File: config.mk
export PLATFORM = sky130hd
export DESIGN_NAME = seq_restoring_divider
export DESIGN_NICKNAME = d
export VERILOG_FILES = /design/src/rtl/sdiv_pkg.sv /design/src/rtl/sdiv_operand_prep.sv /design/src/rtl/sdiv_step.sv /design/src/rtl/sdiv_sign_fix.sv /design/src/rtl/seq_restoring_divider.sv
export SDC_FILE = /design/constraint.sdc
export NUM_CORES = 1
export LEC_CHECK = 0
export BUFFER_PORTS_ARGS = -buffer_cell sky130_fd_sc_hd__clkbuf_2
export CAP_MARGIN = 20
export CORE_ASPECT_RATIO = 1.5
export CORE_UTILIZATION = 64
export CTS_CLUSTER_SIZE = 8
export DETAILED_ROUTE_END_ITERATION = 8
export HOLD_SLACK_MARGIN = 0.03
export PLACE_DENSITY_LB_ADDON = 0.12
export SKIP_LAST_GASP = 1
export SYNTH_ARGS = -nofsm -noshare
export SYNTH_HDL_FRONTEND = slang
export SYNTH_SLANG_ARGS = --single-unit
File: constraint.sdc
create_clock -name clk -period 4.8 [get_ports clk]
set_input_delay 0.96 -clock clk [delete_from_list [all_inputs] [get_ports clk]]
set_output_delay 0.96 -clock clk [all_outputs]
set_load 0.01 [all_outputs]
File: src/rtl/sdiv_pkg.sv
package sdiv_pkg;

    typedef enum logic [1:0] {
        ST_IDLE = 2'd0,
        ST_LOOP = 2'd1,
        ST_FIX  = 2'd2
    } div_state_e;

    typedef struct packed {
        logic neg_quo;
        logic neg_rem;
    } sign_fix_t;

endpackage

File: src/rtl/sdiv_operand_prep.sv
module sdiv_operand_prep
    import sdiv_pkg::*;
#(
    parameter int DW = 32
) (
    input  logic          signed_mode,
    input  logic [DW-1:0] op_a,
    input  logic [DW-1:0] op_b,
    output logic [DW-1:0] mag_a,
    output logic [DW-1:0] mag_b,
    output sign_fix_t     fix
);
    logic neg_a;
    logic neg_b;

    always_comb begin
        neg_a       = signed_mode & op_a[DW-1];
        neg_b       = signed_mode & op_b[DW-1];
        mag_a       = neg_a ? (~op_a + 1'b1) : op_a;
        mag_b       = neg_b ? (~op_b + 1'b1) : op_b;
        fix.neg_quo = neg_a ^ neg_b;
        fix.neg_rem = neg_a;
    end
endmodule

File: src/rtl/sdiv_step.sv
module sdiv_step #(
    parameter int DW = 32
) (
    input  logic [DW-1:0] rem_in,
    input  logic [DW-1:0] quo_in,
    input  logic [DW-1:0] dvs,
    output logic [DW-1:0] rem_out,
    output logic [DW-1:0] quo_out
);
    logic [DW:0] shifted;
    logic [DW:0] trial;
    logic        below;

    // shifted < 2*dvs always, so trial lies in (-2^DW, 2^DW) and its
    // top bit is an exact sign.
    always_comb begin
        shifted = {rem_in, quo_in[DW-1]};
        trial   = shifted - {1'b0, dvs};
        below   = trial[DW];
        rem_out = below ? shifted[DW-1:0] : trial[DW-1:0];
        quo_out = {quo_in[DW-2:0], ~below};
    end
endmodule

File: src/rtl/sdiv_sign_fix.sv
module sdiv_sign_fix
    import sdiv_pkg::*;
#(
    parameter int DW = 32
) (
    input  logic [DW-1:0] quo_mag,
    input  logic [DW-1:0] rem_mag,
    input  sign_fix_t     fix,
    output logic [DW-1:0] quo_res,
    output logic [DW-1:0] rem_res
);
    always_comb begin
        quo_res = fix.neg_quo ? (~quo_mag + 1'b1) : quo_mag;
        rem_res = fix.neg_rem ? (~rem_mag + 1'b1) : rem_mag;
    end
endmodule

File: src/rtl/seq_restoring_divider.sv
module seq_restoring_divider
    import sdiv_pkg::*;
#(
    parameter int DW = 32
) (
    input  logic          clk,
    input  logic          rst,
    input  logic          start,
    input  logic          signed_mode,
    input  logic [DW-1:0] dividend,
    input  logic [DW-1:0] divisor,
    output logic          done,
    output logic [DW-1:0] quotient,
    output logic [DW-1:0] remainder
);
    localparam int CW = $clog2(DW + 1);
    localparam logic [CW-1:0] LAST_STEP = CW'(DW - 1);

    div_state_e    state;
    logic [CW-1:0] step_cnt;
    logic [DW-1:0] rem_q;
    logic [DW-1:0] quo_q;
    logic [DW-1:0] dvs_q;
    sign_fix_t     fix_q;

    logic [DW-1:0] mag_a;
    logic [DW-1:0] mag_b;
    sign_fix_t     fix_in;
    logic [DW-1:0] rem_nx;
    logic [DW-1:0] quo_nx;
    logic [DW-1:0] quo_fixed;
    logic [DW-1:0] rem_fixed;

    sdiv_operand_prep #(.DW(DW)) u_prep (
        .signed_mode (signed_mode),
        .op_a        (dividend),
        .op_b        (divisor),
        .mag_a       (mag_a),
        .mag_b       (mag_b),
        .fix         (fix_in)
    );

    sdiv_step #(.DW(DW)) u_step (
        .rem_in  (rem_q),
        .quo_in  (quo_q),
        .dvs     (dvs_q),
        .rem_out (rem_nx),
        .quo_out (quo_nx)
    );

    sdiv_sign_fix #(.DW(DW)) u_fix (
        .quo_mag (quo_q),
        .rem_mag (rem_q),
        .fix     (fix_q),
        .quo_res (quo_fixed),
        .rem_res (rem_fixed)
    );

    always_ff @(posedge clk) begin
        if (rst) begin
            state     <= ST_IDLE;
            step_cnt  <= '0;
            rem_q     <= '0;
            quo_q     <= '0;
            dvs_q     <= '0;
            fix_q     <= '0;
            done      <= 1'b0;
            quotient  <= '0;
            remainder <= '0;
        end else begin
            done <= 1'b0;
            unique case (state)
                ST_IDLE: begin
                    if (start) begin
                        rem_q    <= '0;
                        quo_q    <= mag_a;
                        dvs_q    <= mag_b;
                        fix_q    <= fix_in;
                        step_cnt <= '0;
                        state    <= ST_LOOP;
                    end
                end
                ST_LOOP: begin
                    rem_q    <= rem_nx;
                    quo_q    <= quo_nx;
                    step_cnt <= step_cnt + 1'b1;
                    if (step_cnt == LAST_STEP) begin
                        state <= ST_FIX;
                    end
                end
                ST_FIX: begin
                    quotient  <= quo_fixed;
                    remainder <= rem_fixed;
                    done      <= 1'b1;
                    state     <= ST_IDLE;
                end
                default: state <= ST_IDLE;
            endcase
        end
    end
endmodule

### After elaboration in Yosys (flattened, before gate mapping)

Index checks and enable logic that the tools add are counted.

| cells by class | value |
|---|---|
| $add $sub $neg | 6 |
| eq/ne operators | 5 |
| mux-type cells | 15 |
| bitwise operators | 8 |
| reduce and logical (&&, ||, !) cells | 5 |

Operator list:

| operator | count |
|---|---|
| 32-bit 2-to-1 mux | 7 |
| 32-bit by 1-bit adder with 32-bit output (second input constant) | 4 |
| 32-bit inverter | 4 |
| 32-bit one-hot mux with 2 select lines | 2 |
| 33-bit by 32-bit subtractor with 33-bit output | 1 |
| 6-bit one-hot mux with 2 select lines | 1 |
| 6-bit by 1-bit adder with 6-bit output (second input constant) | 1 |
| 6-bit by 5-bit equality test with 1-bit output (second input constant) | 1 |
| 6-bit 2-to-1 mux | 1 |
| 2-bit AND reduction | 3 |
| 2-bit 2-to-1 mux | 2 |
| 2-bit != test (second input constant) | 2 |
| 2-bit one-hot mux with 2 select lines | 1 |
| 1-bit AND | 2 |
| 2-bit by 1-bit equality test with 1-bit output (second input constant) | 1 |
| 2-bit equality test (second input constant) | 1 |
| 2-bit zero test | 1 |
| 2-bit nonzero test | 1 |
| 1-bit 2-to-1 mux | 1 |
| 1-bit inverter | 1 |
| 1-bit XOR | 1 |

| storage, ports and cells | value |
|---|---|
| bits in registers | 171 |
| input bits | 68 |
| output and inout port bits | 65 |
| word-level logic and storage cells | 49 |

### Logic depth before layout (Yosys ltp)

| logic depth | value |
|---|---|
| depth after elaboration | 5 |
| mapped depth | 12 |
| gate-level depth less buffers | 11 |

### Hierarchy

Synthesis repeated with hierarchy kept, for this count alone.

| unflattened totals | value |
|---|---|
| cells, all modules | 1448 |
| area total of the unflattened synthesis | 11504.8 um^2 |

By module, submodules not included:

| module | times used | cells an instance | area each (um^2) | sequential area each (um^2) |
|---|---|---|---|---|
| seq_restoring_divider | 1 | 721 | 6093.3 | 3423.3 |
| sdiv_step | 1 | 336 | 2591.2 | 0.0 |
| sdiv_sign_fix | 1 | 189 | 1452.6 | 0.0 |
| sdiv_operand_prep | 1 | 202 | 1367.6 | 0.0 |

### Worst setup path after synthesis

Ideal clock, no wire load.

| path | value |
|---|---|
| path type | input to register |
| from | in divisor[0] |
| to | reg dvs_q[29] |
| setup time | 0.086 ns |
| arrival | 2.938 ns |
| data required time | 4.714 ns |
| setup slack | 1.776 ns |
| stages | 8 |
| buffers on the path | 0 |
| path through | or4_1 nor4_2 nor2b_1 nor2b_1 nand2_1 o41ai_1 xor2_1 a211oi_1 |

| on the way | value |
|---|---|
| cells in the longest elaborated chain, start to end | 3 |

Ends and longest elaborated chain:

| element | RTL line | text |
|---|---|---|
| from (decl) | seq_restoring_divider.sv:11 | `input logic [DW-1:0] divisor,` |
| 32-bit inverter | sdiv_operand_prep.sv:20 | `mag_b = neg_b ? (~op_b + 1'b1) : op_b;` |
| 32-bit by 1-bit adder with 32-bit output | sdiv_operand_prep.sv:20 |  |
| 32-bit 2-to-1 mux | sdiv_operand_prep.sv:20 |  |
| to (signal assigned) | seq_restoring_divider.sv:77 | `dvs_q <= mag_b;` |
| to (decl) | seq_restoring_divider.sv:23 | `logic [DW-1:0] dvs_q;` |

No other way between the ends.
A chain may end at the register's enable or synchronous reset.

### Worst setup path after layout

| path | value |
|---|---|
| from | reg quo_q[31] |
| to | reg rem_q[4] |

| on the way | value |
|---|---|
| cells in the longest elaborated chain, start to end | 3 |

Ends and longest elaborated chain:

| element | RTL line | text |
|---|---|---|
| from (decl) | seq_restoring_divider.sv:22 | `logic [DW-1:0] quo_q;` |
| from (signal assigned) | seq_restoring_divider.sv:76 | `quo_q <= mag_a;` |
| from (signal assigned) | seq_restoring_divider.sv:85 | `quo_q <= quo_nx;` |
| 33-bit by 32-bit subtractor with 33-bit output | sdiv_step.sv:18 | `trial = shifted - {1'b0, dvs};` |
| 32-bit 2-to-1 mux | sdiv_step.sv:20 | `rem_out = below ? shifted[DW-1:0] : trial[DW-1:0];` |
| 32-bit one-hot mux with 2 select lines | seq_restoring_divider.sv:72 | `unique case (state)` |
| to (signal assigned) | seq_restoring_divider.sv:84 | `rem_q <= rem_nx;` |
| to (decl) | seq_restoring_divider.sv:21 | `logic [DW-1:0] rem_q;` |

No other way between the ends.

==> summary.md <==
| Metric | Value |
|---|---|
| Status | finished clean |
| Antenna cells | 0 |
| Hpwl dp | 20100 µm |
| Largest net degree at the start of global routing | 125 |
| Part of the power in registers | 42.2% |
| Proportion of layout cells with a drive suffix above 1 | 14.4% |
| WS Path Type | reg2reg |
| Final Setup Violations | 0 |
| CORE AREA | 16200 µm² |
| MaxCap Viol Count | 0 |
| Post_cts resized | 0 |
| Syn Area/Cell | 8.02 µm² |
| Hold-fix buffers, CTS | 0 |
| DR vias | 9986 |
| Part of the power in the clock network | 40.8% |
| # DRC | 0 |
| Yosys cell types | 66 |
| Max-slew headroom | 28.0% |
| Post-CTS Setup Bufs | 0 |
| Root buffer cell | clkbuf_16 |
| Crit-path max FO | 22 |
| Clock Skew | 0.0125 ns |
| WL per Instance | 16.9 µm |
| Initial Util | 65.2% |
| Post-synth EDFFs | 0 |
| R2r setup slk | 1.33 ns |
| Worst VDD drop | 0.000220 V |
| Die Span Y | 159 µm |
| Yosys reg bits | 171 |
| Io pins | 133 |
| Final ANT Viol Nets | 0 |
| CTS tree | yes |
| Total Die Area | 17000 µm² |
| Sw power | 1.02 mW |
| Sw Ratio | 28.1% |
| FF-to-FF path depth | 12 |
| Dominant synthesized flop cell | dfxtp_1 |
| Drt initial violations | 575 |
| Pre-antenna DRT Iters | 8 |
| PortBufs | 132 |
| Hold Path Class | reg2reg |
| Asr flop ratio synth | 0% |
| Number of nets in the layout | 1506 |
| M2 GR Usage | 59.8% |
| Fin crit period | 3.47 ns |
| Clock latency on the worst-skew pair | 0.44 ns |
| Ys Warns | 0 |
| Critical Path Sink | rem_q[4]$_SDFFE_PP0P_ |
| CTS Sinks | 171 |
| CP startpoint kind | flip-flop |
| Required @ worst endpoint | 5.16 ns |
| Sequential share of the synthesized area | 32.4% |
| Max Clock Freq | 288 MHz |
| Area added between synthesis and finish | 12.7% |
| Crit end category | flip-flop |
| Antenna violations before repair | 0 |
| Place WS | 1.18 ns |
| Combinational Power Share | 17.1% |
| Syn Inst Count | 1317 |
| Final setup margin | 1.33 ns |
| R2R Path Start | quo_q[31]$_SDFFE_PP0P_ |
| Final period util | 72.3% |
| Final Util | 73.5% |
| Internal | 2.60 mW |
| Final wirelength | 27300 µm |
| Placer Congestion | 0.962 |
| Met1 usage | 35.7% |
| GRT Overall Usage | 33.0% |
| R2R Path End | rem_q[4]$_SDFFE_PP0P_ |
| Vias per cell | 6.17 |
| Setup TNS | 0 ns |
| Synthesized Nets | 1423 |
| Row count | 57 |
| Die width | 107 µm |
| Critical Path AT | 3.83 ns |
| GR Layer Usage met3 | 6.71% |
| Final Hold Vio Count | 0 |
| Power density over the cells | 304 nW/µm² |
| First-pass GRT wire length | 45200 µm |
| Num CTS Buffers | 17 |
| Most frequent cells in the layout | nor2_1, dfxtp_1, clkbuf_2, nand2_1, xor2_1 |
| Layer with the highest usage | met2 |
| Clock buffer depth | 2 |
| Slew @ Worst Pin | 1.08 ns |
| Number of global-route vias before repair | 9664 |
| Post-Syn Area | 10600 µm² |
| H-tree depth | 4 |
| Gr ovfl total | 0 |
| Max Slew Vio Count | 0 |
| RSZ-0062 raised after global routing | false |
| CP Launch Point | quo_q[31]$_SDFFE_PP0P_ |
| Clock transition at the registers of the reported paths | 0.06 ns |
| Leakage | 4.68 nW |
[power by group through the flow]
stage | combinational (mW) | clock [mW] | sequential (mW)
6_report | 0.617 | 1.47 | 1.52
5_1_grt | 0.683 | 1.55 | 1.53
4_1_cts | 0.611 | 1.49 | 1.52
3_5_place_dp | 0.606 | 0 | 1.55
3_3_place_gp | 0.596 | 0 | 1.55
2_1_floorplan | 0.454 | 0 | 1.54
[metal layers]
metal / routed length [µm] / up-vias
met2: 14100 / 332
met1: 10600 / 4604
met3: 1540 / 83
li1: - / 4967
met4: 1080 / 0
met5: 0 / -
[how the worst min path moves through the flow]
stage                           start                     end  slack [ns]  cells after the start
2_1_floorplan  dvs_q[30]$_SDFFE_PP0P_  dvs_q[30]$_SDFFE_PP0P_        0.43                      2
3_3_place_gp   dvs_q[15]$_SDFFE_PP0P_  dvs_q[15]$_SDFFE_PP0P_        0.44                      2
3_5_place_dp   dvs_q[30]$_SDFFE_PP0P_  dvs_q[30]$_SDFFE_PP0P_        0.44                      2
4_1_cts        dvs_q[30]$_SDFFE_PP0P_  dvs_q[30]$_SDFFE_PP0P_        0.45                      2
5_1_grt        dvs_q[30]$_SDFFE_PP0P_  dvs_q[30]$_SDFFE_PP0P_        0.48                      2
6_report       dvs_q[30]$_SDFFE_PP0P_  dvs_q[30]$_SDFFE_PP0P_        0.45                      2
[cells in the mapped netlist, types with 11 or more instances]
cell      count  share of area, %
nand2b_1     11              0.65
dfxtp_1     171                32
clkbuf_1     70               2.5
xnor2_1      46               3.8
a21oi_1      75               3.6
or3_1        13              0.77
a222oi_1     31               2.9
inv_1        52               1.8
o31ai_1      28               2.0
mux2i_1      22               2.1
nor2b_1      11              0.65
a31oi_1      13              0.77
nor3_1       22               1.0
nand2_1     108               3.8
o21ai_0      80               3.8
xor2_1       91               7.5
nor4_1       14              0.83
ha_1         37               4.4
a211oi_1     85               6.0
a21o_1       12              0.85
nor2_1      171               6.1
[per-stage QoR]
stage          hold WS, ns  instance area (µm²)  total power, mW  cells
2_1_floorplan        0.432                10600             1.99   1317
3_3_place_gp         0.442                11200             2.15   1585
3_5_place_dp         0.445                11300             2.16   1586
4_1_cts              0.454                11900             3.63   1617
5_1_grt              0.481                11900             3.77   1618
6_report             0.452                11900             3.61   1618
[state kept, by name, summed over array words and instances, names as in the netlist]
signal	count
remainder	32
dvs_q	32
rem_q	32
fix_q	2
step_cnt	6
state	2
quotient	32
done	1
quo_q	32
[kinds of logic after synthesis]
family	synth area share, %
multiplexers	2.41
AO/OA/AOI/OAI	24.8
XOR/XNOR	11.4
AND/OR/NAND/NOR	19.4
buffers and inverters	5.09
flip-flops	32.4
adder cells (fa/ha/maj)	4.57
[worst max-delay path, stage by stage (launching register included)]
cell and delay [ns]:
dfxtp_1 0.35, inv_1 0.08, ha_1 0.23, fa_1 0.39, nor2b_1 0.21, o21ai_0 0.17
a311oi_1 0.40, o211ai_1 0.15, and3b_1 0.35, nor2_2 0.19, buf_4 0.36, mux2_2 0.39
o21ai_0 0.13
[cell type report]
cell class / count / area (µm²)
clock buffers: 22 / 454
clock inverters: 9 / 163
fillers: 1337 / 4280
inverters: 52 / 195
multi-input cells: 1012 / 6620
flip-flops and latches: 171 / 3420
well taps: 206 / 258
repair buffers: 146 / 796
Power figures use the tool's default switching activity.
